[config.mk]
export PLATFORM = sky130hd
export DESIGN_NAME = dma_chan_irq_ctrl
export DESIGN_NICKNAME = d
export VERILOG_FILES = /design/src/rtl/dma_irq_pkg.sv /design/src/rtl/ptr_threshold_det.sv /design/src/rtl/irq_flag_bank.sv /design/src/rtl/irq_merge.sv /design/src/rtl/dma_chan_irq_ctrl.sv
export SDC_FILE = /design/constraint.sdc
export NUM_CORES = 1
export LEC_CHECK = 0
export BUFFER_PORTS_ARGS = -buffer_cell sky130_fd_sc_hd__buf_2
export CAP_MARGIN = 15
export CELL_PAD_IN_SITES_DETAIL_PLACEMENT = 0
export CELL_PAD_IN_SITES_GLOBAL_PLACEMENT = 1
export CORE_MARGIN = 8
export CORE_UTILIZATION = 25
export DETAILED_ROUTE_END_ITERATION = 12
export GPL_ROUTABILITY_DRIVEN = 0
export PLACE_DENSITY = 0.9
export SETUP_SLACK_MARGIN = 0.4
export SLEW_MARGIN = 20
export SYNTH_ARGS = -nofsm -noshare
export SYNTH_HDL_FRONTEND = slang
export SYNTH_SLANG_ARGS = --single-unit
[constraint.sdc]
create_clock -name clk -period 1.4 [get_ports clk]
set_input_delay 0.28 -clock clk [delete_from_list [all_inputs] [get_ports clk]]
set_output_delay 0.28 -clock clk [all_outputs]
set_load 0.01 [all_outputs]
[src/rtl/dma_irq_pkg.sv]
// Package: shared layout constants for the DMA channel interrupt register.
// Assumes a 32-bit register with byte-wide lanes.
package dma_irq_pkg;
    localparam int REG_W     = 32;
    localparam int NUM_FLAGS = 8;
    localparam int EN_BASE   = 16;
    localparam int BE_W      = REG_W / 8;
    localparam int FLAG_LANE = 0;
    localparam int EN_LANE   = EN_BASE / 8;
    localparam int NUM_CMP   = 4;

    // Flag bit positions inside bits 7..0
    typedef enum logic [2:0] {
        FLG_ADDR_ERR  = 3'd0,
        FLG_ABORT     = 3'd1,
        FLG_CELL      = 3'd2,
        FLG_BLOCK     = 3'd3,
        FLG_DST_HALF  = 3'd4,
        FLG_DST_DONE  = 3'd5,
        FLG_SRC_HALF  = 3'd6,
        FLG_SRC_DONE  = 3'd7
    } flag_pos_e;
endpackage

[src/rtl/ptr_threshold_det.sv]
// Module: ptr_threshold_det
// Compares a pointer with a size, or with half of it (size >> 1), and
// emits a one-cycle pulse when the match turns from false to true.
// Assumes ptr and size are stable around the clock edge.
module ptr_threshold_det #(
    parameter int PTR_W     = 16,
    parameter bit HALF_MODE = 1'b0
) (
    input  logic             clk,
    input  logic             rst_n,
    input  logic [PTR_W-1:0] ptr,
    input  logic [PTR_W-1:0] size,
    output logic             hit_pulse
);
    logic [PTR_W-1:0] target;
    logic             match;
    logic             match_q;

    // Select the threshold that this instance watches
    generate
        if (HALF_MODE) begin : g_half
            assign target = size >> 1;
        end else begin : g_full
            assign target = size;
        end
    endgenerate

    // Current compare result
    assign match = (ptr == target);

    // Remember the previous compare result for edge detection
    always_ff @(posedge clk) begin
        if (!rst_n) begin
            match_q <= 1'b0;
        end else begin
            match_q <= match;
        end
    end

    // Rising-edge pulse of the compare
    assign hit_pulse = match & ~match_q;
endmodule

[src/rtl/irq_flag_bank.sv]
// Module: irq_flag_bank
// Holds the sticky flags and their enables. A write with the flag lane
// strobed loads the flags; a hardware set in the same cycle wins. A write
// with the enable lane strobed loads the enables.
// Assumes NUM_FLAGS fits in one byte lane.
module irq_flag_bank
    import dma_irq_pkg::*;
#(
    parameter int N = NUM_FLAGS
) (
    input  logic         clk,
    input  logic         rst_n,
    input  logic         wr_en,
    input  logic [N-1:0] wr_flags,
    input  logic [N-1:0] wr_enables,
    input  logic         flag_lane_we,
    input  logic         en_lane_we,
    input  logic [N-1:0] hw_set,
    output logic [N-1:0] flags,
    output logic [N-1:0] enables
);
    logic [N-1:0] flags_d;

    // Next flag value: software load or hold, then OR in hardware sets
    always_comb begin
        if (wr_en && flag_lane_we) begin
            flags_d = wr_flags;
        end else begin
            flags_d = flags;
        end
        flags_d = flags_d | hw_set;
    end

    // Flag storage
    always_ff @(posedge clk) begin
        if (!rst_n) begin
            flags <= '0;
        end else begin
            flags <= flags_d;
        end
    end

    // Enable storage, loaded only through its own byte lane
    always_ff @(posedge clk) begin
        if (!rst_n) begin
            enables <= '0;
        end else if (wr_en && en_lane_we) begin
            enables <= wr_enables;
        end
    end
endmodule

[src/rtl/irq_merge.sv]
// Module: irq_merge
// Registers the OR over all (flag AND enable) pairs as one interrupt line.
// Assumes flags and enables come from registers.
module irq_merge #(
    parameter int N = 8
) (
    input  logic         clk,
    input  logic         rst_n,
    input  logic [N-1:0] flags,
    input  logic [N-1:0] enables,
    output logic         irq
);
    // Registered request
    always_ff @(posedge clk) begin
        if (!rst_n) begin
            irq <= 1'b0;
        end else begin
            irq <= |(flags & enables);
        end
    end
endmodule

[src/rtl/dma_chan_irq_ctrl.sv]
// Module: dma_chan_irq_ctrl
// Per-channel DMA interrupt status and enable logic. Four flags come from
// pointer/size compares (done and half points of source and destination)
// and four from event pulses. All live in one address-less 32-bit register.
// Assumes event inputs are single-cycle pulses.
module dma_chan_irq_ctrl
    import dma_irq_pkg::*;
#(
    parameter int PTR_W = 16
) (
    input  logic             clk,
    input  logic             rst_n,
    input  logic             reg_wr_en,
    input  logic [REG_W-1:0] reg_wdata,
    input  logic [BE_W-1:0]  reg_be,
    output logic [REG_W-1:0] reg_rdata,
    input  logic [PTR_W-1:0] src_ptr,
    input  logic [PTR_W-1:0] src_size,
    input  logic [PTR_W-1:0] dst_ptr,
    input  logic [PTR_W-1:0] dst_size,
    input  logic             evt_block_done,
    input  logic             evt_cell_done,
    input  logic             evt_abort,
    input  logic             evt_addr_err,
    output logic             chan_irq
);
    logic [NUM_CMP-1:0]   cmp_hit;
    logic [NUM_FLAGS-1:0] hw_set;
    logic [NUM_FLAGS-1:0] flags;
    logic [NUM_FLAGS-1:0] enables;

    // Compare detectors: index 0 src done, 1 src half, 2 dst done, 3 dst half
    generate
        for (genvar g = 0; g < NUM_CMP; g++) begin : g_cmp
            ptr_threshold_det #(
                .PTR_W    (PTR_W),
                .HALF_MODE((g % 2) == 1)
            ) u_det (
                .clk      (clk),
                .rst_n    (rst_n),
                .ptr      ((g < 2) ? src_ptr  : dst_ptr),
                .size     ((g < 2) ? src_size : dst_size),
                .hit_pulse(cmp_hit[g])
            );
            // Compare g drives flag bit (NUM_FLAGS-1-g)
            assign hw_set[NUM_FLAGS-1-g] = cmp_hit[g];
        end
    endgenerate

    // Event pulses into their flag positions
    assign hw_set[FLG_BLOCK]    = evt_block_done;
    assign hw_set[FLG_CELL]     = evt_cell_done;
    assign hw_set[FLG_ABORT]    = evt_abort;
    assign hw_set[FLG_ADDR_ERR] = evt_addr_err;

    irq_flag_bank #(
        .N(NUM_FLAGS)
    ) u_bank (
        .clk         (clk),
        .rst_n       (rst_n),
        .wr_en       (reg_wr_en),
        .wr_flags    (reg_wdata[FLAG_LANE*8 +: NUM_FLAGS]),
        .wr_enables  (reg_wdata[EN_BASE +: NUM_FLAGS]),
        .flag_lane_we(reg_be[FLAG_LANE]),
        .en_lane_we  (reg_be[EN_LANE]),
        .hw_set      (hw_set),
        .flags       (flags),
        .enables     (enables)
    );

    irq_merge #(
        .N(NUM_FLAGS)
    ) u_merge (
        .clk    (clk),
        .rst_n  (rst_n),
        .flags  (flags),
        .enables(enables),
        .irq    (chan_irq)
    );

    // Read-back: implemented fields only, everything else zero
    always_comb begin
        reg_rdata = '0;
        reg_rdata[FLAG_LANE*8 +: NUM_FLAGS] = flags;
        reg_rdata[EN_BASE +: NUM_FLAGS]     = enables;
    end
endmodule

**Word-level counts from Yosys, hierarchy flattened**

Index checks and enable logic that the tools add are counted.

- Flip-flop bits (word level): 21

- Equal/unequal tests: 4
- Reduce and logical (&&, ||, !) cells: 3
- Muxes and demuxes: 1
- Bitwise gates (word level): 10

Operators with widths:

| cell | count |
|---|---|
| $eq 16x15->1 | 2 |
| $eq 16x16->1 | 2 |
| $and 8x8->8 | 1 |
| $mux 8 | 1 |
| $or 8x8->8 | 1 |
| $reduce_or 8->1 | 1 |
| $and 1x1->1 | 4 |
| $not 1->1 | 4 |
| $logic_and 1x1->1 | 2 |

**Depth between registers and ports, before layout**

Gate-level depths: netlist of the first run.

- Depth in word-level cells: 3
- Mapped depth: 4

**Modules after synthesis**

A second synthesis of the first run with hierarchy kept.

- Cells, all modules: 185
- Area total of the unflattened synthesis: 1672.9 um^2

By module, submodules not included:

| module | instances | seq. area each (um^2) | area an instance (um^2) | cells each |
|---|---|---|---|---|
| irq_flag_bank | 1 | 320.3 | 693.2 | 63 |
| ptr_threshold_det at g_cmp[0].u_det ... | 2 | 20.0 | 202.7 | 25 |
| ptr_threshold_det at g_cmp[1].u_det ... | 2 | 20.0 | 193.9 | 24 |
| dma_chan_irq_ctrl | 1 | 0.0 | 123.9 | 17 |
| irq_merge | 1 | 20.0 | 62.6 | 7 |

**Worst setup path after synthesis of the first run**

OpenSTA, ideal clock, no wires.

- Path kind: in2reg
- Start: in src_size[5]
- End: reg u_bank.flags[7]
- Library setup time: 0.088 ns
- Path buffers: 0
- Data arrival time: 1.204 ns
- Stages: 4
- Slack: 0.108 ns
- Cell sequence: xnor2_1 -> nand2_1 -> or4_4 -> o32ai_2

- Cells in the longest elaborated chain, start to end: 3

Ends and longest elaborated chain:

| what | RTL line | RTL |
|---|---|---|
| from (decl) | dma_chan_irq_ctrl.sv:18 | `input logic [PTR_W-1:0] src_size,` |
| $eq 16x16->1 | ptr_threshold_det.sv:29 | `assign match = (ptr == target);` |
| $and 1x1->1 | ptr_threshold_det.sv:41 | `assign hit_pulse = match & ~match_q;` |
| $or 8x8->8 | irq_flag_bank.sv:31 | `flags_d = flags_d \| hw_set;` |
| to (signal assigned) | irq_flag_bank.sv:39 | `flags <= flags_d;` |
| to (decl) | irq_flag_bank.sv:19 | `output logic [N-1:0] flags,` |

No other way between the ends.
A chain may end at the register's enable or synchronous reset.

**Worst setup path in the final report of the first run**

- Start: in dst_ptr[3]
- End: reg u_bank.flags[5]

- Cells in the longest elaborated chain, start to end: 3

Ends and longest elaborated chain:

| what | RTL line | RTL |
|---|---|---|
| from (decl) | dma_chan_irq_ctrl.sv:19 | `input logic [PTR_W-1:0] dst_ptr,` |
| $eq 16x16->1 | ptr_threshold_det.sv:29 |  |
| $and 1x1->1 | ptr_threshold_det.sv:41 |  |
| $or 8x8->8 | irq_flag_bank.sv:31 |  |

No other way between the ends.

==> results.py, run 1 <==
metrics = {
    "setup_path": {
        "crit_fanout": 2,
        "cpPeakStageDelay_ps": 450,
        "cp-start-kind": "input pin",
        "critPathCaptureType": "register",
        "critPathKind": "in -> reg",
        "crit_slowest_cell": "or4_4",
        "worstPathRequired_ps": 1580,
        "worstPathCellList": "buf_2 > xnor2_1 > nand4_1 > or4_4 > o31ai_2",
        "arrival_ps": 1340,
    },
    "pwr": {
        "pwr_density_cell_nw_per_um2": 612,
        "p_int_mw": 1.22,
        "p_sw_share_pct": 29.4,
        "switching_power_mw": 0.510,
        "pwr-share-comb_pct": 40.2,
        "p_clk_share_pct": 22.2,
        "vdd_drop_max_mv": 0.362,
        "p_leak_nw": 1.34,
        "power_frac_seq_pct": 37.6,
    },
    "clock_network": {
        "clockBufferDepth": 2,
        "clk_pin_slew_ps": 80,
        "cts_tree": "yes",
        "clock_latency_ps": 250,
        "holdBufCountCts": 0,
        "h-tree-depth": 1,
        "cts_buffers": 3,
        "cts.sinks": 21,
        "cts-root-buf": "clkbuf_8",
    },
    "logic_synthesis": {
        "synth_edf_count": 0,
        "synth_area_um2": 1600,
        "syn_avg_cell_area_um2": 8.41,
        "yosysWarningCount": 0,
        "async_reset_ff_share_pct": 0,
        "synthCells": 190,
        "synth.distinct_cells": 28,
        "synth_area_leader_cell": "dfxtp_1",
        "synth_ff_type": "dfxtp_1",
        "netlist.area_leader.share_pct": 26.3,
        "synth.area.top_cells": "dfxtp_1 26%, xnor2_1 23%, xor2_1 7.7%, buf_4 7.5%, nand4_1 3.9%",
        "ys_ff_latch": 21,
        "ys_seq_area_share_pct": 26.3,
    },
    "grt": {
        "grt_max_degree": 17,
        "grt_pass1_wl_mm": 8.97,
        "grtUsageTotal_pct": 12.1,
        "overflow": 0,
        "first_global_vias": 1929,
        "antenna_found_initial": 0,
    },
    "finish": {
        "area_delta_synth_final_pct": 77.2,
        "antenna_cells": 0,
        "final_cells": 395,
        "finalNetCount": 426,
        "final_core_util_pct": 45.1,
        "drive_gt1_share_pct": 55.3,
    },
    "outcome": {
        "status": "finished clean",
    },
    "detailed_routing": {
        "drt-met1-wl_mm": 2.38,
        "ant_nets": 0,
        "wl_met3_um": 526,
        "vias_per_cell": 4.55,
        "top_layer": "met4",
        "routed-via-count": 1798,
        "drc": 0,
        "dr.pass1.iters": 4,
        "dr_wl_met2_mm": 3.00,
        "drt_iter0_drc": 54,
        "wirelength_mm": 5.95,
        "wl_per_cell_um": 15.1,
    },
    "flow_run": {
        "maxCapViolCount": 0,
    },
    "floorplan": {
        "core.rowCount": 29,
        "die_area_um2": 9210,
        "initial_utilization_pct": 25.5,
        "die_x_um": 95.9,
        "core_area_um2": 6280,
        "io_pins": 140,
        "die_h_um": 95.9,
    },
    "sta": {
        "finalClockSkew_ps": 6.56,
        "fmax_mhz": 856,
        "hold_viol_final": 0,
        "period_minus_slack_ps": 1170,
        "finalCritPeriodShare_pct": 83.5,
        "final_max_slew_viol_count": 0,
        "setup_viol": 0,
        "rsz0062_at_grt": "yes",
    },
    "placement": {
        "io_buffers": 105,
        "dp_cells": 379,
        "hpwlAfterDp_mm": 4.70,
    },
    "worst_hold_path": {
        "hp-class": "in -> reg",
    },
}
[worst max-delay path, delay by kind of cell]
family / cells / cell delay, ps
AND/OR/NAND/NOR: 2 / 600
XOR/XNOR: 1 / 170
AO/OA/AOI/OAI: 1 / 170
buffers and inverters: 1 / 120
[metrics by stage]
| stage | cell area [um^2] | total power [mW] | hold slack (ps) | worst slack [ps] | TNS [ps] |
|---|---|---|---|---|---|
| 6_report | 2830 | 1.73 | 237 | 232 | 0 |
| 5_1_grt | 2830 | 1.85 | 241 | 186 | 0 |
| 4_1_cts | 2660 | 1.68 | 233 | 259 | 0 |
| 3_5_place_dp | 2270 | 1.19 | 424 | -47.4 | -65.5 |
| 3_3_place_gp | 2270 | 1.18 | 418 | -40.1 | -43.1 |
| 2_1_floorplan | 1700 | 0.948 | 398 | 166 | 0 |
[what timing repair did]
| action | 4_1_cts | 5_1_grt |
|---|---|---|
| gates resized for setup | 67 | 31 |
| setup buffers | 10 | 2 |
| pin swaps | 23 | 18 |
| endpoints found under the setup margin | 23 | 24 |
[path summary, 6_finish.rpt]
kind	slack (ps)	startpoint	cells past startpoint	endpoint
min reg2reg	420	g_cmp[2].u_det.match_q$_SDFF_PN0_	1	u_bank.flags[5]$_SDFF_PN0_
max	230	dst_ptr[3]	5	u_bank.flags[5]$_SDFF_PN0_
max reg2reg	440	u_bank.enables[5]$_SDFFE_PN0P_	3	u_merge.irq$_SDFF_PN0_
min	240	evt_cell_done	3	u_bank.flags[2]$_SDFF_PN0_
[area by class of cell]
type,count,area (um^2)
multi-input cells,156,1270
well taps,77,96.3
fillers,622,3450
flip-flops and latches,21,440
inverters,9,33.8
clock buffers,3,41.3
repair buffers,128,948
clock inverters,1,5.00
[Yosys cell counts (all sizes together) (2+ instances only)]
cell type and instances:
a211oi 4, xor2 14, buf 16, nand4 10, o21ai 2, and3 4
nand3 10, a22oi 4, nor3 2, o22ai 2, o2bb2ai 2, nor2b 2
or4 2, nand2 13, inv 9, clkbuf 3, a222oi 2, mux2i 3
nor2 6, nor4 4, xnor2 42, a21oi 8, dfxtp 21
[state kept, by name, indices dropped and copies added, names as in the netlist]
register             flops
u_bank.flags             8
g_cmp.u_det.match_q      4
u_merge.irq              1
u_bank.enables           8
[layer usage]
metal,up-vias,global-route usage (%)
met3,4,2.89
met4,0,2.69
met2,86,21.3
met5,-,0
li1,889,-
met1,819,14.5
[placed cells by master (no fill, tap or decap), drive strengths merged]
master / count
xor2: 14
a211oi: 4
a41oi: 1
a222oi: 2
nand2: 13
a22oi: 4
a21oi: 8
nand3: 10
nor4: 4
buf: 128
o22ai: 2
nor2: 6
dfxtp: 21
clkinv: 1
xnor2: 42
nor2b: 2
inv: 9
nor3: 2
mux2: 1
nand4: 10
conb: 16
and3: 4
or4: 2
mux2i: 3
o31ai: 1
o21ai: 2
o32ai: 1
o2bb2ai: 2
clkbuf: 3
[power by group through the flow]
stage	registers, mW	clock network (mW)	logic (mW)
after floorplan	0.667	0	0.281
after global placement	0.657	0	0.521
after detailed placement	0.658	0	0.530
after CTS	0.647	0.403	0.632
after global routing	0.656	0.439	0.750
final	0.651	0.384	0.696
[cell families after synthesis]
kind of cell           Yosys count  synth area share (%)
XOR/XNOR                        56                  30.7
AND/OR/NAND/NOR                 53                  17.5
buffers and inverters           28                  10.3
AO/OA/AOI/OAI                   27                  12.4
flip-flops                      21                  26.3
multiplexers                     4                  2.58
other                            1                 0.235
Note: power is estimated with default switching activity, not from simulation.
==> run 2: changes to the inputs <==
- clock period: 1.4 -> 1.2 ns (I/O delays scaled with it)
==> results.py, run 2 (synthesized netlist as in run 1, its figures left out) <==
metrics = {
    "clock_network": {
        "cts_tree": "yes",
        "cts.sinks": 21,
        "clk_pin_slew_ps": 80,
        "cts_buffers": 3,
        "clockBufferDepth": 2,
        "holdBufCountCts": 0,
        "clock_latency_ps": 260,
        "h-tree-depth": 1,
        "cts-root-buf": "clkbuf_8",
    },
    "finish": {
        "reg.largest.list": "u_bank.enables: 8 flops, u_bank.flags: 8 flops, g_cmp.u_det.match_q: 4 flops",
        "antenna_cells": 0,
        "layout_commonest_cell": "buf_2",
        "finalNetCount": 434,
        "final_core_util_pct": 48.5,
        "multi_input_area_um2": 1380,
        "drive_gt1_share_pct": 62.6,
        "n_fill_cell": 582,
        "design_area_um2": 3040,
        "area_delta_synth_final_pct": 90.4,
        "layout_common_cells": "70 x buf_2, 37 x buf_6, 30 x xnor2_2, 22 x buf_4, 16 x conb_1",
        "seq_area_um2": 439,
    },
    "detailed_routing": {
        "drt_iter0_drc": 37,
        "routed-via-count": 1833,
        "wirelength_mm": 6.12,
        "vias_per_cell": 4.55,
        "drc": 0,
        "ant_nets": 0,
        "wl_per_cell_um": 15.2,
        "dr.pass1.iters": 6,
    },
    "setup_path": {
        "worstPathRequired_ps": 1370,
        "crit_fanout": 2,
        "critPathCaptureType": "register",
        "cp-start-kind": "input pin",
        "arrival_ps": 1280,
        "critPathKind": "in -> reg",
    },
    "sta": {
        "setup_viol": 0,
        "hold_slack_ps": 200,
        "final_max_slew_viol_count": 0,
        "finalCritPeriodShare_pct": 92.0,
        "setup-tns-final_ps": 0,
        "period_minus_slack_ps": 1100,
        "rsz0062_at_grt": "yes",
        "finalClockSkew_ps": 5.75,
        "hold_viol_final": 0,
        "layout_setup_ws_ps": 95.7,
        "fmax_mhz": 906,
    },
    "floorplan": {
        "die_x_um": 95.9,
        "io_pins": 140,
        "core_area_um2": 6280,
        "die_area_um2": 9210,
        "initial_utilization_pct": 25.5,
        "die_h_um": 95.9,
        "core.rowCount": 29,
    },
    "placement": {
        "place_ws_ps": -220,
        "hpwlAfterDp_mm": 4.72,
        "io_buffers": 105,
        "dpl_cell_area_um2": 2410,
    },
    "pwr": {
        "pwr_density_cell_nw_per_um2": 698,
        "vdd_drop_max_mv": 0.370,
        "p_leak_nw": 1.45,
    },
    "grt": {
        "grtUsageTotal_pct": 12.5,
        "overflow": 0,
        "grt_pass1_wl_mm": 9.18,
        "antenna_found_initial": 0,
        "first_global_vias": 1974,
        "grt_max_degree": 17,
    },
    "flow_run": {
        "maxCapViolCount": 0,
    },
    "worst_hold_path": {
        "hp-class": "in -> reg",
    },
    "outcome": {
        "status": "finished clean",
    },
}
-- run 2: layer usage --
layer,part of all wire (%),vias to the layer above,wire [um],GRT usage (%)
met5,0,-,0,0
met4,0.36,0,22,2.56
met3,6.6,2,405,2.42
met2,52,80,3210,23.0
met1,41,844,2480,14.6
li1,-,907,-,-
-- run 2: final timing paths --
| check | startpoint | to | slack [ps] | cells past startpoint |
|---|---|---|---|---|
| min | evt_abort | u_bank.flags[1]$_SDFF_PN0_ | 200 | 3 |
| max | src_ptr[5] | u_bank.flags[7]$_SDFF_PN0_ | 100 | 5 |
| max reg2reg | u_bank.enables[5]$_SDFFE_PN0P_ | u_merge.irq$_SDFF_PN0_ | 290 | 3 |
| min reg2reg | g_cmp[2].u_det.match_q$_SDFF_PN0_ | u_bank.flags[5]$_SDFF_PN0_ | 430 | 1 |
-- run 2: power breakdown --
group	leakage (nW)	switching [mW]	internal, mW
Clock	0.0255	0.236	0.231
Sequential	0.177	0.0249	0.734
Combinational	1.25	0.380	0.516
-- run 2: critical path, stage by stage --
cell	delay (ps)
buf_8	100
xnor2_2	150
nand2_1	70
or4_4	520
o32ai_2	200
-- run 2: timing repair --
item	in CTS	in global routing
buffers inserted	11	2
pin swaps	21	22
endpoints found under the setup margin	27	30
resized for setup	78	29
-- run 2: stage by stage --
step / total power [mW] / instances
6_report: 2.12 / 403
2_1_floorplan: 1.13 / 205
3_3_place_gp: 1.43 / 386
3_5_place_dp: 1.44 / 386
5_1_grt: 2.23 / 403
4_1_cts: 2.06 / 401
-- run 2: area by class of cell --
type / count / share of cell area (%)
Clock inverter: 1 / 0.165
Timing Repair Buffer: 136 / 34.4
Clock buffer: 3 / 1.36
Sequential cell: 21 / 14.4
Inverter: 9 / 1.11
Multi-Input combinational cell: 156 / 45.3
Tap cell: 77 / 3.17
==> run 3: changes to the inputs <==
- GPL_TIMING_DRIVEN: unset -> 0
==> results.py, run 3 (synthesized netlist as in run 1, its figures left out) <==
metrics = {
    "finish": {
        "finalNetCount": 433,
        "layout_commonest_cell": "buf_2",
        "area_delta_synth_final_pct": 90.5,
        "antenna_cells": 0,
        "drive_gt1_share_pct": 61.2,
        "layout_common_cells": "61 x buf_2, 37 x buf_6, 29 x buf_4, 23 x xnor2_2, 18 x xnor2_1",
        "reg.largest.list": "u_bank.enables: 8 flops, u_bank.flags: 8 flops, g_cmp.u_det.match_q: 4 flops",
        "design_area_um2": 3040,
    },
    "detailed_routing": {
        "dr.pass1.iters": 4,
        "routed-via-count": 1814,
        "ant_nets": 0,
        "wirelength_mm": 6.04,
        "drt_iter0_drc": 42,
        "drc": 0,
        "vias_per_cell": 4.51,
        "wl_per_cell_um": 15.0,
    },
    "pwr": {
        "pwr_density_cell_nw_per_um2": 686,
        "p_leak_nw": 1.43,
        "vdd_drop_max_mv": 0.347,
        "total_power_mw": 2.09,
    },
    "sta": {
        "rsz0062_at_grt": "yes",
        "finalCritPeriodShare_pct": 93.5,
        "hold_slack_ps": 206,
        "period_minus_slack_ps": 1120,
        "setup_viol": 0,
        "finalClockSkew_ps": 2.71,
        "final_max_slew_viol_count": 0,
        "fmax_mhz": 891,
        "hold_viol_final": 0,
    },
    "grt": {
        "antenna_found_initial": 0,
        "grt_pass1_wl_mm": 9.00,
        "overflow": 0,
        "first_global_vias": 1989,
        "grtUsageTotal_pct": 12.2,
        "grt_max_degree": 12,
    },
    "floorplan": {
        "initial_utilization_pct": 25.5,
        "die_h_um": 95.9,
        "die_x_um": 95.9,
        "die_area_um2": 9210,
        "core.rowCount": 29,
        "core_area_um2": 6280,
        "io_pins": 140,
    },
    "placement": {
        "dpl_cell_area_um2": 2400,
        "hpwlAfterDp_mm": 4.79,
        "io_buffers": 104,
    },
    "setup_path": {
        "crit_slowest_cell": "or4_4",
        "worst-path-buf-inv": 1,
        "path_delay_family": "simple AND/OR/NAND/NOR gates",
        "worstPathCellList": "buf_2 > xnor2_2 > nand4_1 > or4_4 > o32ai_2",
        "crit_fanout": 2,
        "cpPeakStageDelay_ps": 450,
        "critPathCaptureType": "register",
        "arrival_ps": 1290,
        "worstPathRequired_ps": 1370,
        "critPathKind": "in -> reg",
        "cp-start-kind": "input pin",
    },
    "clock_network": {
        "clock_latency_ps": 250,
        "cts_tree": "yes",
        "cts.sinks": 21,
        "cts_buffers": 3,
        "h-tree-depth": 1,
        "cts-root-buf": "clkbuf_8",
        "clockBufferDepth": 2,
        "holdBufCountCts": 0,
        "clk_pin_slew_ps": 70,
    },
    "worst_hold_path": {
        "hp-class": "in -> reg",
    },
    "flow_run": {
        "maxCapViolCount": 0,
    },
    "outcome": {
        "status": "finished clean",
    },
}
[run 3: where the power goes]
part	switching [mW]	internal [mW]	leakage (nW)
sequential	0.0279	0.734	0.177
clock	0.205	0.236	0.0228
combinational	0.370	0.514	1.23
[run 3: stage by stage]
step / setup TNS [ps] / utilization (%) / cells / setup slack [ps]
after global placement: -682 / 38.2 / 386 / -259
after global routing: 0 / 48.5 / 402 / 31.6
after detailed placement: -712 / 38.2 / 386 / -204
after CTS: 0 / 45.4 / 399 / 73.6
after floorplan: 0 / - / 205 / 6.04
final: 0 / 48.5 / 402 / 77.7
[run 3: layout make-up]
| cell class | instances | area [um^2] |
|---|---|---|
| plain buffers | 19 | 155 |
| clock buffers | 4 | 45.0 |
| fillers | 599 | 3230 |
| inverters | 9 | 37.5 |
| multi-input cells | 156 | 1370 |
| flip-flops and latches | 21 | 439 |
| well taps | 77 | 96.3 |
| repair buffers | 116 | 905 |
[run 3: timing repair]
item | CTS | global route
setup endpoints to repair | 36 | 34
resized for setup | 77 | 37
pin swaps | 25 | 22
buffers inserted | 9 | 3
[run 3: layer usage]
metal  vias up  track usage [%]  wire (um)  part of all wire, %
met1       810             14.0       2340                   39
met2        90             21.8       3070                   51
li1        904                -          -                    -
met3        10             2.42        483                  8.0
met4         0             4.48        146                  2.4
met5         -                0          0                    0
[run 3: worst paths after layout]
| path | start | end | slack [ps] | cells after the start |
|---|---|---|---|---|
| worst max register to register | u_bank.enables[3]$_SDFFE_PN0P_ | u_merge.irq$_SDFF_PN0_ | 280 | 3 |
| worst max-delay path | src_size[8] | u_bank.flags[7]$_SDFF_PN0_ | 80 | 5 |
| worst min-delay path | evt_addr_err | u_bank.flags[0]$_SDFF_PN0_ | 210 | 3 |
| worst min register to register | g_cmp[2].u_det.match_q$_SDFF_PN0_ | u_bank.flags[5]$_SDFF_PN0_ | 420 | 1 |
[run 3: tightest hold or removal path: cells and delay by family]
kind	cells	cell delay, ps
AO/OA/AOI/OAI	1	30
buffers and inverters	1	80
AND/OR/NAND/NOR	1	70
